**src/rtl/pwd_pkg.sv**
```systemverilog
package pwd_pkg;
  localparam int REG_DW      = 16;
  localparam int BUS_AW      = 8;
  localparam int ARM_BIT     = 0;
  localparam logic [BUS_AW-1:0] CTRL_OFFSET = 8'h08;

  typedef enum logic [1:0] {
    ACC_NONE  = 2'd0,
    ACC_READ  = 2'd1,
    ACC_WRITE = 2'd2
  } acc_kind_e;

  function automatic logic [REG_DW-1:0] pack_ctrl(input logic arm);
    logic [REG_DW-1:0] v;
    v = '0;
    v[ARM_BIT] = arm;
    return v;
  endfunction
endpackage

```
**src/rtl/pwd_bus_port.sv**
```systemverilog
module pwd_bus_port
  import pwd_pkg::*;
#(
  parameter int AW = BUS_AW,
  parameter int DW = REG_DW,
  parameter logic [AW-1:0] OFFSET = CTRL_OFFSET
) (
  input  logic          clk,
  input  logic          rst_n,
  input  logic          req_valid,
  output logic          req_ready,
  input  logic          req_write,
  input  logic [AW-1:0] req_addr,
  input  logic [DW-1:0] req_wdata,
  output logic          rsp_valid,
  input  logic          rsp_ready,
  output logic [DW-1:0] rsp_rdata,
  input  logic          arm_i,
  output logic          clear_o
);
  acc_kind_e kind;
  logic      hit;
  logic      slot_busy;
  logic [DW-1:0] rd_next;

  assign slot_busy = rsp_valid && !rsp_ready;
  assign req_ready = !slot_busy;
  assign hit       = (req_addr == OFFSET);

  always_comb begin
    kind = ACC_NONE;
    if (req_valid && req_ready) kind = req_write ? ACC_WRITE : ACC_READ;
  end

  assign clear_o = (kind == ACC_WRITE) && hit && !req_wdata[ARM_BIT];

  always_comb begin
    rd_next = '0;
    if (kind == ACC_READ && hit) rd_next = pack_ctrl(arm_i);
  end

  always_ff @(posedge clk) begin
    if (!rst_n) begin
      rsp_valid <= 1'b0;
      rsp_rdata <= '0;
    end else if (kind != ACC_NONE) begin
      rsp_valid <= 1'b1;
      rsp_rdata <= rd_next;
    end else if (rsp_ready) begin
      rsp_valid <= 1'b0;
    end
  end
endmodule

```
**src/rtl/pwd_arm_flag.sv**
```systemverilog
module pwd_arm_flag (
  input  logic clk,
  input  logic rst_n,
  input  logic clear_i,
  output logic arm_o
);
  always_ff @(posedge clk) begin
    if (!rst_n)       arm_o <= 1'b1;
    else if (clear_i) arm_o <= 1'b0;
  end
endmodule

```
**src/rtl/pwd_tick_counter.sv**
```systemverilog
module pwd_tick_counter #(
  parameter int TICKS = 524288
) (
  input  logic clk,
  input  logic rst_n,
  input  logic ref_tick,
  input  logic run_i,
  output logic fired_o
);
  localparam int CNT_W = (TICKS > 1) ? $clog2(TICKS) : 1;
  localparam logic [CNT_W-1:0] LAST = CNT_W'(TICKS - 1);

  logic [CNT_W-1:0] cnt;
  logic advance, at_last;

  assign advance = ref_tick && run_i && !fired_o;
  assign at_last = (cnt == LAST);

  always_ff @(posedge clk) begin
    if (!rst_n) begin
      cnt     <= '0;
      fired_o <= 1'b0;
    end else if (advance) begin
      if (at_last) fired_o <= 1'b1;
      else         cnt     <= cnt + 1'b1;
    end
  end
endmodule

```
**src/rtl/pwrdn_wdog.sv**
```systemverilog
module pwrdn_wdog
  import pwd_pkg::*;
#(
  parameter int TICKS = 524288
) (
  input  logic              clk,
  input  logic              rst_n,
  input  logic              ref_tick,
  input  logic              req_valid,
  output logic              req_ready,
  input  logic              req_write,
  input  logic [BUS_AW-1:0] req_addr,
  input  logic [REG_DW-1:0] req_wdata,
  output logic              rsp_valid,
  input  logic              rsp_ready,
  output logic [REG_DW-1:0] rsp_rdata,
  output logic              wdog_n_o
);
  logic arm, clear, fired, run;

  pwd_bus_port #(.AW(BUS_AW), .DW(REG_DW), .OFFSET(CTRL_OFFSET)) u_port (
    .clk(clk), .rst_n(rst_n),
    .req_valid(req_valid), .req_ready(req_ready), .req_write(req_write),
    .req_addr(req_addr), .req_wdata(req_wdata),
    .rsp_valid(rsp_valid), .rsp_ready(rsp_ready), .rsp_rdata(rsp_rdata),
    .arm_i(arm), .clear_o(clear)
  );

  pwd_arm_flag u_flag (.clk(clk), .rst_n(rst_n), .clear_i(clear), .arm_o(arm));

  // a clear in flight this cycle beats the terminal tick
  assign run = arm && !clear;

  pwd_tick_counter #(.TICKS(TICKS)) u_cnt (
    .clk(clk), .rst_n(rst_n), .ref_tick(ref_tick), .run_i(run), .fired_o(fired)
  );

  assign wdog_n_o = !fired;
endmodule

```
**config.mk**
```make
export PLATFORM = sky130hd
export DESIGN_NAME = pwrdn_wdog
export DESIGN_NICKNAME = d
export VERILOG_FILES = /design/src/rtl/pwd_pkg.sv /design/src/rtl/pwd_bus_port.sv /design/src/rtl/pwd_arm_flag.sv /design/src/rtl/pwd_tick_counter.sv /design/src/rtl/pwrdn_wdog.sv
export SDC_FILE = /design/constraint.sdc
export NUM_CORES = 1
export LEC_CHECK = 0
export ABC_AREA = 1
export CORE_MARGIN = 8
export CORE_UTILIZATION = 30
export CTS_CLUSTER_DIAMETER = 40
export DETAILED_ROUTE_END_ITERATION = 10
export RECOVER_POWER = 25
export SLEW_MARGIN = 30
export SYNTH_ARGS = -nofsm -noshare
export SYNTH_HDL_FRONTEND = slang
export SYNTH_SLANG_ARGS = --single-unit
```
**constraint.sdc**
```tcl
create_clock -name clk -period 1.8 [get_ports clk]
set_input_delay 0.36 -clock clk [delete_from_list [all_inputs] [get_ports clk]]
set_output_delay 0.36 -clock clk [all_outputs]
set_load 0.01 [all_outputs]
```
=== Word-level counts from Yosys, hierarchy flattened ===
Cells that the tools add are included.

* Input port bits: 30
* Output and inout port bits: 19
* Register bits: 38
* Logic and storage cells: 33

* Equality and inequality tests: 4
* Reduce and logical (&&, ||, !) cells: 17
* Bitwise gates (word level): 1
* Add/sub/neg operators: 1
* Multiplexer cells: 5

{| class="wikitable"
|+ Operators with widths
! cell !! number
|-
| $add 19x1->19 const B || 1
|-
| $eq 19x19->1 const B || 1
|-
| $eq 8x4->1 const B || 1
|-
| $logic_and 1x1->1 || 8
|-
| $logic_not 1->1 || 5
|-
| $mux 2 || 2
|-
| $reduce_and 2->1 || 2
|-
| $reduce_bool 2->1 || 2
|-
| $mux 1 || 3
|-
| $eq 2x1->1 const B || 1
|-
| $eq 2x2->1 const B || 1
|-
| $not 1->1 || 1
|}

=== Longest topological paths before layout ===
Gate-level depths: netlist (run 1).

* Word-level depth: 13
* Gate-level depth with buffers: 10
* Depth with buffers taken out: 9

=== Cells and area by module ===
A second synthesis (run 1) with hierarchy kept.

* Cell total of the unflattened synthesis: 233
* Area, all modules: 1503.9 µm²

{| class="wikitable"
|+ By module, submodules not included
! module !! sequential area each (µm²) !! area each (µm²) !! instances !! cells an instance
|-
| pwd_tick_counter || 400.4 || 1193.6 || 1 || 187
|-
| pwd_bus_port || 40.0 || 265.3 || 1 || 39
|-
| pwd_arm_flag || 20.0 || 31.3 || 1 || 4
|-
| pwrdn_wdog || 0.0 || 13.8 || 1 || 3
|}

=== Worst setup path after synthesis (run 1) ===
Ideal clock, no wire load.

* Path kind: register to register
* Start point: register u_cnt.cnt[0]
* End point: register u_cnt.cnt[5]
* Path buffers: 1
* Library setup time: 0.141 ns
* Slack: 0.201 ns
* Data required time: 1.659 ns
* Cell stages (with the launch flop): 10
* Arrival time: 1.458 ns
* Period minus slack after synthesis: 1.599 ns
* Path through: dfxtp_1 > ha_1 > nand2_1 > nor2_2 > nand2_2 > nor3_2 > nor2_2 > buf_6 > nand2_1 > a21oi_2

* Longest elaborated chain between the ends: 3
* Elaborated cells between the ends (all ways): 4
* Those cells by class: 1 x add/sub; 1 x eq/ne; 1 x bitwise; 1 x reduce/logical

{| class="wikitable"
|+ RTL lines
! what !! line !! RTL
|-
| start: declaration || pwd_tick_counter.sv:13 || <nowiki>logic [CNT_W-1:0] cnt;</nowiki>
|-
| start signal: assignment || pwd_tick_counter.sv:25 || <nowiki>else cnt <= cnt + 1'b1;</nowiki>
|-
| parallel branches: the longest is 3 deep, another holds $add 19x1->19 || -- ||
|}

Parallel ways; which one is timed is not known.
A chain may end at the register's enable or synchronous reset.

=== Final worst setup path (run 1) ===
* Start point: input port rsp_ready
* End point: output port req_ready

* Longest elaborated chain between the ends: 3

{| class="wikitable"
|+ RTL lines
! what !! line !! RTL
|-
| start: declaration || pwrdn_wdog.sv:15 || <nowiki>input logic rsp_ready,</nowiki>
|-
| $logic_not 1->1 || pwd_bus_port.sv:26 || <nowiki>assign slot_busy = rsp_valid && !rsp_ready;</nowiki>
|-
| $logic_and 1x1->1 || pwd_bus_port.sv:26 ||
|-
| $logic_not 1->1 || pwd_bus_port.sv:27 || <nowiki>assign req_ready = !slot_busy;</nowiki>
|-
| end: declaration || pwrdn_wdog.sv:10 || <nowiki>output logic req_ready,</nowiki>
|}

No other way between the ends.

==> key figures, run 1 <==
CTS
  – Clock sinks: 23
  – Num CTS Buffers: 3
  – Root Buffer: clkbuf_8
  – Reg clk slew, reported paths: ~0.080 ns
  – Worst-case clock buffer depth: 2
  – Clk_lat worst skew: approximately 0.26 ns
  – # H-tree levels: 1
  – CTS tree: done

Pwr
  – Pwr dens: ~550 nW/µm²
  – Net Switching: between 0.0002 and 0.00025 W
  – Overall Power: between 0.0009 and 0.001 W
  – Flop pwr share: between 50% and 60%
  – Sw Share: between 20% and 30%
  – Clk pwr share: about a third
  – Combinational power share: 12.2%
  – P_int: between 0.0007 and 0.0008 W
  – Peak supply drop: around 0.27 mV
  – Leakage: 0.662 nW

STA
  – Slew Viols, Final: 0
  – Hold Fails Final Rpt: 0
  – Final-report setup violation count: 0
  – Slew margin rel.: 65.1%
  – Fmax: a little over 600 MHz
  – Tmin final: about 1.6 ns
  – Least-Margin Pin Slew: 0.523 ns
  – Final Cycle Share: about nine tenths
  – Clock skew: approximately 0.0021 ns
  – RSZ-0062 raised after global routing: no

Drt
  – DR DRC count: 0
  – Drt wl/cell: 10.3 µm
  – Routed Antenna Nets: 0
  – Vias per cell: approximately 4.3
  – Number of DRC markers in iteration 0: 54
  – Vias post-DR: 1265
  – Routed WL: roughly 3000 µm
  – Pre-antenna DRT Iters: 4

Synthesis
  – Syn Area/Cell: 6.85 µm²
  – Top-area cell type share of the netlist area: 31.6%
  – #FFs+latches synth: 23
  – Post-synth top area cell: dfxtp_1
  – Post-Syn Area: 1460 µm²
  – Synth Instances: about 210
  – Syn. warnings: 0
  – Top post-synthesis cells by area: dfxtp_1 32%, nand2_1 17%, buf_4 7.7%, nor2_1 7.2%, a21oi_2 4.8%
  – Sequential area share after synthesis: between 30% and 40%
  – Synth unique cells: 26

Floorplanning
  – Chip width: approximately 86 µm
  – Core ar.: around 4700 µm²
  – Num rows: 25
  – Chip height: roughly 86 µm
  – Starting Density: a little under a third
  – Boundary Pins: roughly 50
  – DIE AREA: approximately 7400 µm²

Cells and area
  – Finished Layout Cells: ~290
  – Layout Nets: between 200 and 300
  – Most frequent cells in the layout: 65 x nand2_1, 28 x nor2_1, 22 x dfxtp_1
  – Filler instances: about 520
  – Share of cells above drive strength 1: 13.3%
  – Area growth, synth to finish: 20.3%
  – Footprint of the multi-input gates: about 860 µm²
  – FF+latch area: 462 µm²
  – Commonest non-fill, non-tap cell in the layout: nand2_1
  – Ant. Diodes: 0

Critical path
  – Reg2reg end: u_cnt.cnt[1]$_SDFFE_PN0P_
  – Crit path launch type: input port
  – R2r setup slk: between 0.15 and 0.2 ns
  – Worst setup path endpoint: req_ready
  – Worst Setup SP: rsp_ready
  – Largest fanout on the critical path: 2
  – CP Data Required Time: around 1.4 ns
  – Reg2Reg Depth: 9
  – Setup CP Type: input port to output pin
  – Worst flop-to-flop path startpoint: u_cnt.cnt[1]$_SDFFE_PN0P_
  – CP arrival: roughly 1.3 ns
  – Critical path endpoint category: output pin

Global routing
  – Vias in the first global route: approximately 1200
  – GRT overflow: 0
  – Overall routing resource usage: slightly below 9%
  – Initial antenna violation count: 0
  – First-pass GRT wire length: around 5400 µm
  – Largest net degree at the start of global routing: 21

Place
  – Global placement routability congestion: a little over 0.8
  – PortBufs: 18
  – Dpl hpwl: around 2300 µm
  – Total placed cells including tap cells: 289

Min path
  – Hold Path Cell Cnt: 2
  – Hold Path Class: flop to flop

Status
  – Status: finished, final reports clean

Flow run
  – Max cap viols: 0
-- final cells by class --
cell class	count	area share, %
Multi-Input combinational cell	170	49.3
Sequential cell	23	26.3
Timing Repair Buffer	28	14.8
Tap cell	54	3.85
Inverter	15	3.21
Clock buffer	4	2.57
-- power by group through the flow --
stage / clock network, W / registers [W] / logic (W)
final: 0.000323 / 0.000520 / 0.000117
after global routing: 0.000359 / 0.000521 / 0.000132
after CTS: 0.000340 / 0.000520 / 0.000114
after detailed placement: 0 / 0.000532 / 0.000113
after global placement: 0 / 0.000531 / 0.000113
after floorplan: 0 / 0.000533 / 0.0000844
-- stage by stage --
step	setup TNS, ns	hold WS (ns)	setup WS (ns)	utilization (%)	area, µm²
detailed placement	-5.75	0.461	-0.324	35.8	1680
CTS	0	0.474	0.0924	36.9	1730
global route	0	0.494	0.0115	37.4	1760
floorplan	0	0.436	0.201	-	1510
global placement	-5.81	0.454	-0.330	35.8	1680
finish	0	0.464	0.157	37.4	1760
-- repair_timing --
item,CTS,global route
hold buffers,0,0
pin swaps,0,2
resized for setup,2,3
endpoints found under the setup margin,16,13
cloned,0,0
buffers inserted,0,1
-- registers in the layout (all words and copies together) (netlist names) --
| register | cells |
|---|---|
| u_cnt.cnt | 19 |
| u_cnt.fired_o | 1 |
| u_flag.arm_o | 1 |
| u_port.rsp_rdata | 1 |
| u_port.rsp_valid | 1 |
-- synthesized netlist by cell type --
| cell type | number |
|---|---|
| nor2_4 | 1 |
| buf_8 | 1 |
| dfxtp_1 | 23 |
| conb_1 | 1 |
| a21boi_2 | 1 |
| nor2_1 | 28 |
| inv_1 | 15 |
| buf_4 | 15 |
| nor3_1 | 1 |
| nor3_2 | 1 |
| o21ai_0 | 2 |
| nand4_1 | 1 |
| or2_2 | 1 |
| nor2_2 | 4 |
| nand3_1 | 11 |
| nand2_1 | 65 |
| xor2_1 | 7 |
| a21oi_2 | 8 |
| nand3_4 | 1 |
| a21oi_1 | 12 |
| ha_1 | 1 |
| nand3b_1 | 1 |
| xnor2_1 | 7 |
| buf_6 | 1 |
| clkbuf_1 | 2 |
| nand2_2 | 2 |
-- worst max-delay path: stages --
cell             delay, ns
clkdlybuf4s50_1       0.45
inv_1                 0.03
nand2_1               0.07
buf_4                 0.11
dlygate4sd2_1         0.26
-- cell families (layout without fill, tap and decap cells) --
group           Yosys count  in the layout  synth area share, %
xor+xnor                 14             14                 8.40
compound gates           23             23                 10.4
fa+ha+maj                 1              1                0.857
buf+inv                  34             47                 13.9
simple gates            117            117                 34.6
flops                    23             23                 31.6
other cells               1             15                0.257
-- per-layer routing --
| metal | GRT usage, % | vias to the layer above | part of all wire [%] |
|---|---|---|---|
| li1 | - | 686 | - |
| met1 | 11.3 | 550 | 50 |
| met2 | 13.6 | 25 | 43 |
| met3 | 2.01 | 4 | 5.5 |
| met4 | 3.98 | 0 | 1.5 |
| met5 | 0 | - | 0 |
-- worst min-delay path by stage --
stage,from,end,slack [ns]
4_1_cts,u_cnt.cnt[18]$_SDFFE_PN0P_,u_cnt.cnt[18]$_SDFFE_PN0P_,0.47
3_5_place_dp,u_cnt.cnt[18]$_SDFFE_PN0P_,u_cnt.cnt[18]$_SDFFE_PN0P_,0.46
3_3_place_gp,u_cnt.cnt[18]$_SDFFE_PN0P_,u_cnt.cnt[18]$_SDFFE_PN0P_,0.45
2_1_floorplan,u_cnt.cnt[18]$_SDFFE_PN0P_,u_cnt.cnt[18]$_SDFFE_PN0P_,0.44
5_1_grt,u_cnt.cnt[18]$_SDFFE_PN0P_,u_cnt.cnt[18]$_SDFFE_PN0P_,0.49
6_report,u_port.rsp_rdata[0]$_SDFFE_PN0P_,u_port.rsp_rdata[0]$_SDFFE_PN0P_,0.46
Note: power is estimated with default switching activity, not from simulation.
==> run 2, diff against run 1 <==
Settings changed: PLACE_DENSITY_LB_ADDON set to 0.25.
Clock period 1.8 ns to 2 ns, I/O delays scaled along.
==> run 2 against run 1 <==
Clock power is 11% lower. First-iteration DRC count shrank 35%. Worst setup slack improved by 0.067 ns. Routed wire length about the same. Register-to-register slack better by 0.07 ns. Sequential power decreased by 10%. Combinational power shrank 13%. Critical path type is now flop to flop.
==> key figures, run 2 (synthesis gave the netlist of run 1 again) <==
Floorplanning
  – Chip width: approximately 86 µm
  – Num rows: 25
  – Starting Density: 31.1%
  – DIE AREA: between 7000 and 8000 µm²
  – Boundary Pins: 49
  – Core ar.: roughly 4700 µm²
  – Chip height: around 86 µm

Critical path
  – CP delay by family, top: simple AND/OR/NAND/NOR gates
  – Critical path buffer and inverter count: 0
  – R2r setup slk: approximately 0.22 ns
  – Setup CP Type: flop to flop
  – Largest fanout on the critical path: 19
  – CP arrival: 1.94 ns
  – CP max-delay cell: dfxtp_1
  – Reg2Reg Depth: 8
  – Slowest stage delay, CP: 0.38 ns
  – Worst flop-to-flop path startpoint: u_cnt.cnt[1]$_SDFFE_PN0P_
  – Critical path endpoint category: flop
  – Reg2reg end: u_cnt.cnt[1]$_SDFFE_PN0P_
  – Crit path launch type: flop
  – Critical Path, Cell by Cell: ha_1 -> nand2_1 -> nor2_2 -> nand2_2 -> nor3_2 -> nor2_4 -> o21ai_0 -> nor2_1
  – CP Data Required Time: between 2 and 2.5 ns

CTS
  – Root Buffer: clkbuf_8
  – Num CTS Buffers: 3
  – Reg clk slew, reported paths: 0.09 ns
  – Worst-case clock buffer depth: 2
  – Post-CTS Hold Fix Bufs: 0
  – Post-CTS setup buffers: 0
  – CTS tree: done
  – Clk_lat worst skew: 0.27 ns
  – # H-tree levels: 1
  – Clock sinks: 23

STA
  – Final Cycle Share: slightly below 90%
  – Clock skew: between 0.01 and 0.015 ns
  – Slew Viols, Final: 0
  – Final setup TNS: 0 ns
  – RSZ-0062 raised after global routing: no
  – Tmin final: between 1.5 and 2 ns
  – Final-report setup violation count: 0
  – Hold Fails Final Rpt: 0
  – Fmax: around 560 MHz

Global routing
  – Vias in the first global route: 1226
  – GRT overflow: 0
  – Overall routing resource usage: 8.85%
  – Largest net degree at the start of global routing: 20
  – Initial antenna violation count: 0
  – First-pass GRT wire length: 5470 µm

Drt
  – Routed WL: 3030 µm
  – Number of DRC markers in iteration 0: 35
  – Vias per cell: around 4.3
  – Routed Antenna Nets: 0
  – Drt wl/cell: about 10 µm
  – Pre-antenna DRT Iters: 4
  – DR DRC count: 0
  – Vias post-DR: about 1300

Cells and area
  – Ant. Diodes: 0
  – Area growth, synth to finish: 17.8%
  – Most frequent cells in the layout: 65 x nand2_1, 28 x nor2_1, 23 x dfxtp_1
  – FF+latch area: approximately 460 µm²
  – Layout Nets: 270
  – Share of cells above drive strength 1: between 10% and 20%
  – Filler instances: around 530
  – Largest register FFs: 19
  – Footprint of the multi-input gates: 853 µm²
  – Register with the most flip-flops: u_cnt.cnt
  – Util after Layout: 36.6%
  – Commonest non-fill, non-tap cell in the layout: nand2_1

Min path
  – Hold Path Cell Cnt: 2
  – Worst-case hold path end point: u_port.rsp_rdata[0]$_SDFFE_PN0P_
  – Hold Path Class: flop to flop
  – Hold path start: u_port.rsp_rdata[0]$_SDFFE_PN0P_

Flow run
  – Max cap viols: 0

Pwr
  – Peak supply drop: roughly 0.22 mV
  – Leakage: approximately 0.63 nW
  – Pwr dens: about 500 nW/µm²

Place
  – Global placement routability congestion: roughly 0.79
  – PortBufs: 18
  – Dpl hpwl: 2440 µm

Status
  – Status: finished, final reports clean
run 2: cell types whose count changed in the layout (fill, tap and decap cells not counted), sizes merged:
cell           previous run  this run
dlygate4sd3               3         4
dlygate4sd2               1         0
clkbuf                    6         5
clkdlybuf4s50            14        13
clkinv                    0         1
dlymetal6s2s              0         1
buf                       8         6
run 2: report_power, final:
part           switching (W)  internal, W  total, W
clock               0.000148     0.000139  0.000287
combinational      0.0000550    0.0000465  0.000102
sequential        0.00000447     0.000463  0.000468
total               0.000208     0.000649  0.000856
run 2: worst max-delay path by stage:
stage	slack, ns	end	start	cells past startpoint
2_1_floorplan	0.40	u_cnt.cnt[5]$_SDFFE_PN0P_	u_cnt.cnt[0]$_SDFFE_PN0P_	9
3_3_place_gp	-0.15	u_cnt.cnt[7]$_SDFFE_PN0P_	rsp_ready	10
3_5_place_dp	-0.17	u_cnt.cnt[8]$_SDFFE_PN0P_	rsp_ready	10
4_1_cts	0.007	req_ready	rsp_ready	5
5_1_grt	0.06	u_cnt.cnt[0]$_SDFFE_PN0P_	u_cnt.cnt[1]$_SDFFE_PN0P_	8
6_report	0.22	u_cnt.cnt[1]$_SDFFE_PN0P_	u_cnt.cnt[1]$_SDFFE_PN0P_	8
run 2: area by class of cell:
cell class	instances	area share (%)
clock buffers	3	2.40
clock inverters	1	0.291
inverters	15	3.28
multi-input cells	170	49.6
flip-flops and latches	23	26.8
well taps	54	3.93
repair buffers	26	13.7
run 2: worst reg2reg max path: stages, from the launching register on:
cell	delay [ns]
dfxtp_1	0.38
ha_1	0.23
nand2_1	0.08
nor2_2	0.16
nand2_2	0.14
nor3_2	0.29
nor2_4	0.16
o21ai_0	0.18
nor2_1	0.06
run 2: per-stage QoR:
| step | total power, W | std cells | hold WS, ns | worst slack (ns) | area [µm²] |
|---|---|---|---|---|---|
| detailed placement | 0.000582 | 288 | 0.460 | -0.171 | 1670 |
| finish | 0.000856 | 292 | 0.464 | 0.225 | 1720 |
| floorplan | 0.000555 | 227 | 0.436 | 0.401 | 1510 |
| global route | 0.000909 | 292 | 0.489 | 0.0554 | 1720 |
| CTS | 0.000876 | 292 | 0.471 | 0.00701 | 1720 |
| global placement | 0.000582 | 288 | 0.456 | -0.150 | 1670 |
run 2: timing repair:
action,CTS,global route
resized for setup,0,2
endpoints found under the hold margin,0,0
setup endpoints to repair,0,20
run 2: metal layers:
layer | up-vias | wire length (µm) | global-route usage (%)
li1 | 688 | - | -
met1 | 541 | 1590 | 11.5
met2 | 27 | 1240 | 13.8
met3 | 4 | 173 | 2.29
met4 | 0 | 25 | 2.87
met5 | - | 0 | 0
==> run 3, diff against run 2 <==
Settings changed: SETUP_SLACK_MARGIN set to 0.02.
==> run 3 against run 2 <==
Routed wire length about the same. Die area unchanged. Clock-buffer cell count unchanged. Via count unchanged. Highest routed layer unchanged. Worst hold slack unchanged. Flip-flop and latch count unchanged. Global-route usage unchanged. First-iteration DRC count unchanged.
==> key figures, run 3 (synthesis gave the netlist of run 1 again) <==
Status
  – Status: finished, final reports clean

STA
  – Clock skew: 0.0102 ns
  – Fmax: about 560 MHz
  – Hold Fails Final Rpt: 0
  – Tmin final: between 1.5 and 2 ns
  – Final Cycle Share: between 80% and 90%
  – Final-report setup violation count: 0
  – Slew Viols, Final: 0
  – RSZ-0062 raised after global routing: no

Floorplanning
  – Chip height: 85.7 µm
  – Core ar.: about 4700 µm²
  – Starting Density: a little under a third
  – Chip width: between 80 and 90 µm
  – Boundary Pins: just under 50
  – DIE AREA: 7350 µm²
  – Num rows: 25

Pwr
  – Pwr dens: ~500 nW/µm²
  – Peak supply drop: 0.221 mV
  – Leakage: 0.628 nW

Cells and area
  – Largest register FFs: 19
  – Ant. Diodes: 0
  – Finished Layout Cells: ~300
  – Register with the most flip-flops: u_cnt.cnt
  – Area growth, synth to finish: 17.6%
  – Commonest non-fill, non-tap cell in the layout: nand2_1
  – Share of cells above drive strength 1: around an eighth
  – Most frequent cells in the layout: 65 x nand2_1, 28 x nor2_1, 23 x dfxtp_1
  – Util after Layout: a little over a third
  – Layout Nets: 270

Drt
  – Routed Antenna Nets: 0
  – Number of DRC markers in iteration 0: 35
  – DR DRC count: 0
  – Vias post-DR: ~1300
  – Routed WL: just over 3000 µm
  – Vias per cell: ~4.3
  – Drt wl/cell: between 10 and 15 µm
  – Pre-antenna DRT Iters: 4

Flow run
  – Max cap viols: 0

Global routing
  – First-pass GRT wire length: around 5500 µm
  – Initial antenna violation count: 0
  – Overall routing resource usage: between 8 and 9%
  – Vias in the first global route: 1226
  – Largest net degree at the start of global routing: 20
  – GRT overflow: 0

CTS
  – Worst-case clock buffer depth: 2
  – # H-tree levels: 1
  – Num CTS Buffers: 3
  – CTS tree: done
  – Clock sinks: 23
  – Post-CTS Hold Fix Bufs: 0
  – Reg clk slew, reported paths: approximately 0.090 ns
  – Clk_lat worst skew: about 0.27 ns
  – Root Buffer: clkbuf_8

Critical path
  – Critical path endpoint category: flop
  – CP max-delay cell: dfxtp_1
  – Setup CP Type: flop to flop
  – Critical Path, Cell by Cell: ha_1 -> nand2_1 -> nor2_2 -> nand2_2 -> nor3_2 -> nor2_4 -> o21ai_0 -> nor2_1
  – Largest fanout on the critical path: 19
  – Crit path launch type: flop
  – CP Data Required Time: between 2 and 2.5 ns
  – CP arrival: 1.94 ns
  – Slowest stage delay, CP: about 0.38 ns

Place
  – Dpl hpwl: 2440 µm
  – PortBufs: 18
  – Total placed cells including tap cells: between 200 and 300
  – Global placement routability congestion: between 0.7 and 0.8

Min path
  – Hold Path Class: flop to flop
## run 3: worst max-delay path: cells and delay by family (launching register included)
kind,cells,cell delay [ns]
and+or+nand+nor,6,0.89
AOI/OAI and AO/OA,1,0.18
adders and majority gates,1,0.23
DFF,1,0.38
## run 3: timing repair
action | CTS | global route
buffers inserted | 0 | 0
gates resized for setup | 1 | 1
setup endpoints to repair | 1 | 19
pin swaps | 0 | 0
## run 3: routing by layer
layer	global-route usage (%)	wire [µm]	up-vias
li1	-	-	688
met1	11.5	1590	541
met2	13.8	1240	27
met3	2.29	172	4
met4	2.87	25	0
met5	0	0	-
## run 3: metrics by stage
stage | hold WS, ns | TNS, ns | worst slack [ns] | power, W | instance area, µm²
2_1_floorplan | 0.436 | 0 | 0.401 | 0.000555 | 1510
4_1_cts | 0.471 | 0 | 0.0498 | 0.000875 | 1720
5_1_grt | 0.489 | 0 | 0.0554 | 0.000909 | 1720
3_5_place_dp | 0.460 | -2.60 | -0.171 | 0.000582 | 1670
6_report | 0.464 | 0 | 0.225 | 0.000856 | 1720
3_3_place_gp | 0.456 | -2.30 | -0.150 | 0.000582 | 1670
## run 3: layout make-up
class	count	area [µm²]
fill	531	2980
tap	54	67.6
multi-input combinational	170	853
clock buffer	3	41.3
inverter	15	56.3
timing repair buffer	26	231
clock inverter	1	5.00
sequential	23	460
## run 3: power by group
group	leakage, nW	switching, W	internal [W]	total, W
clock	0.0255	0.000148	0.000139	0.000287
combinational	0.416	0.0000550	0.0000461	0.000101
sequential	0.186	0.00000447	0.000463	0.000468
## run 3: final timing paths
| kind | start | to | depth (start not counted) | slack [ns] |
|---|---|---|---|---|
| setup / recovery | u_cnt.cnt[1]$_SDFFE_PN0P_ | u_cnt.cnt[1]$_SDFFE_PN0P_ | 8 | 0.22 |
| hold / removal | u_port.rsp_rdata[0]$_SDFFE_PN0P_ | u_port.rsp_rdata[0]$_SDFFE_PN0P_ | 2 | 0.46 |
| setup reg to reg | u_cnt.cnt[1]$_SDFFE_PN0P_ | u_cnt.cnt[1]$_SDFFE_PN0P_ | 8 | 0.22 |
| hold reg to reg | u_port.rsp_rdata[0]$_SDFFE_PN0P_ | u_port.rsp_rdata[0]$_SDFFE_PN0P_ | 2 | 0.46 |
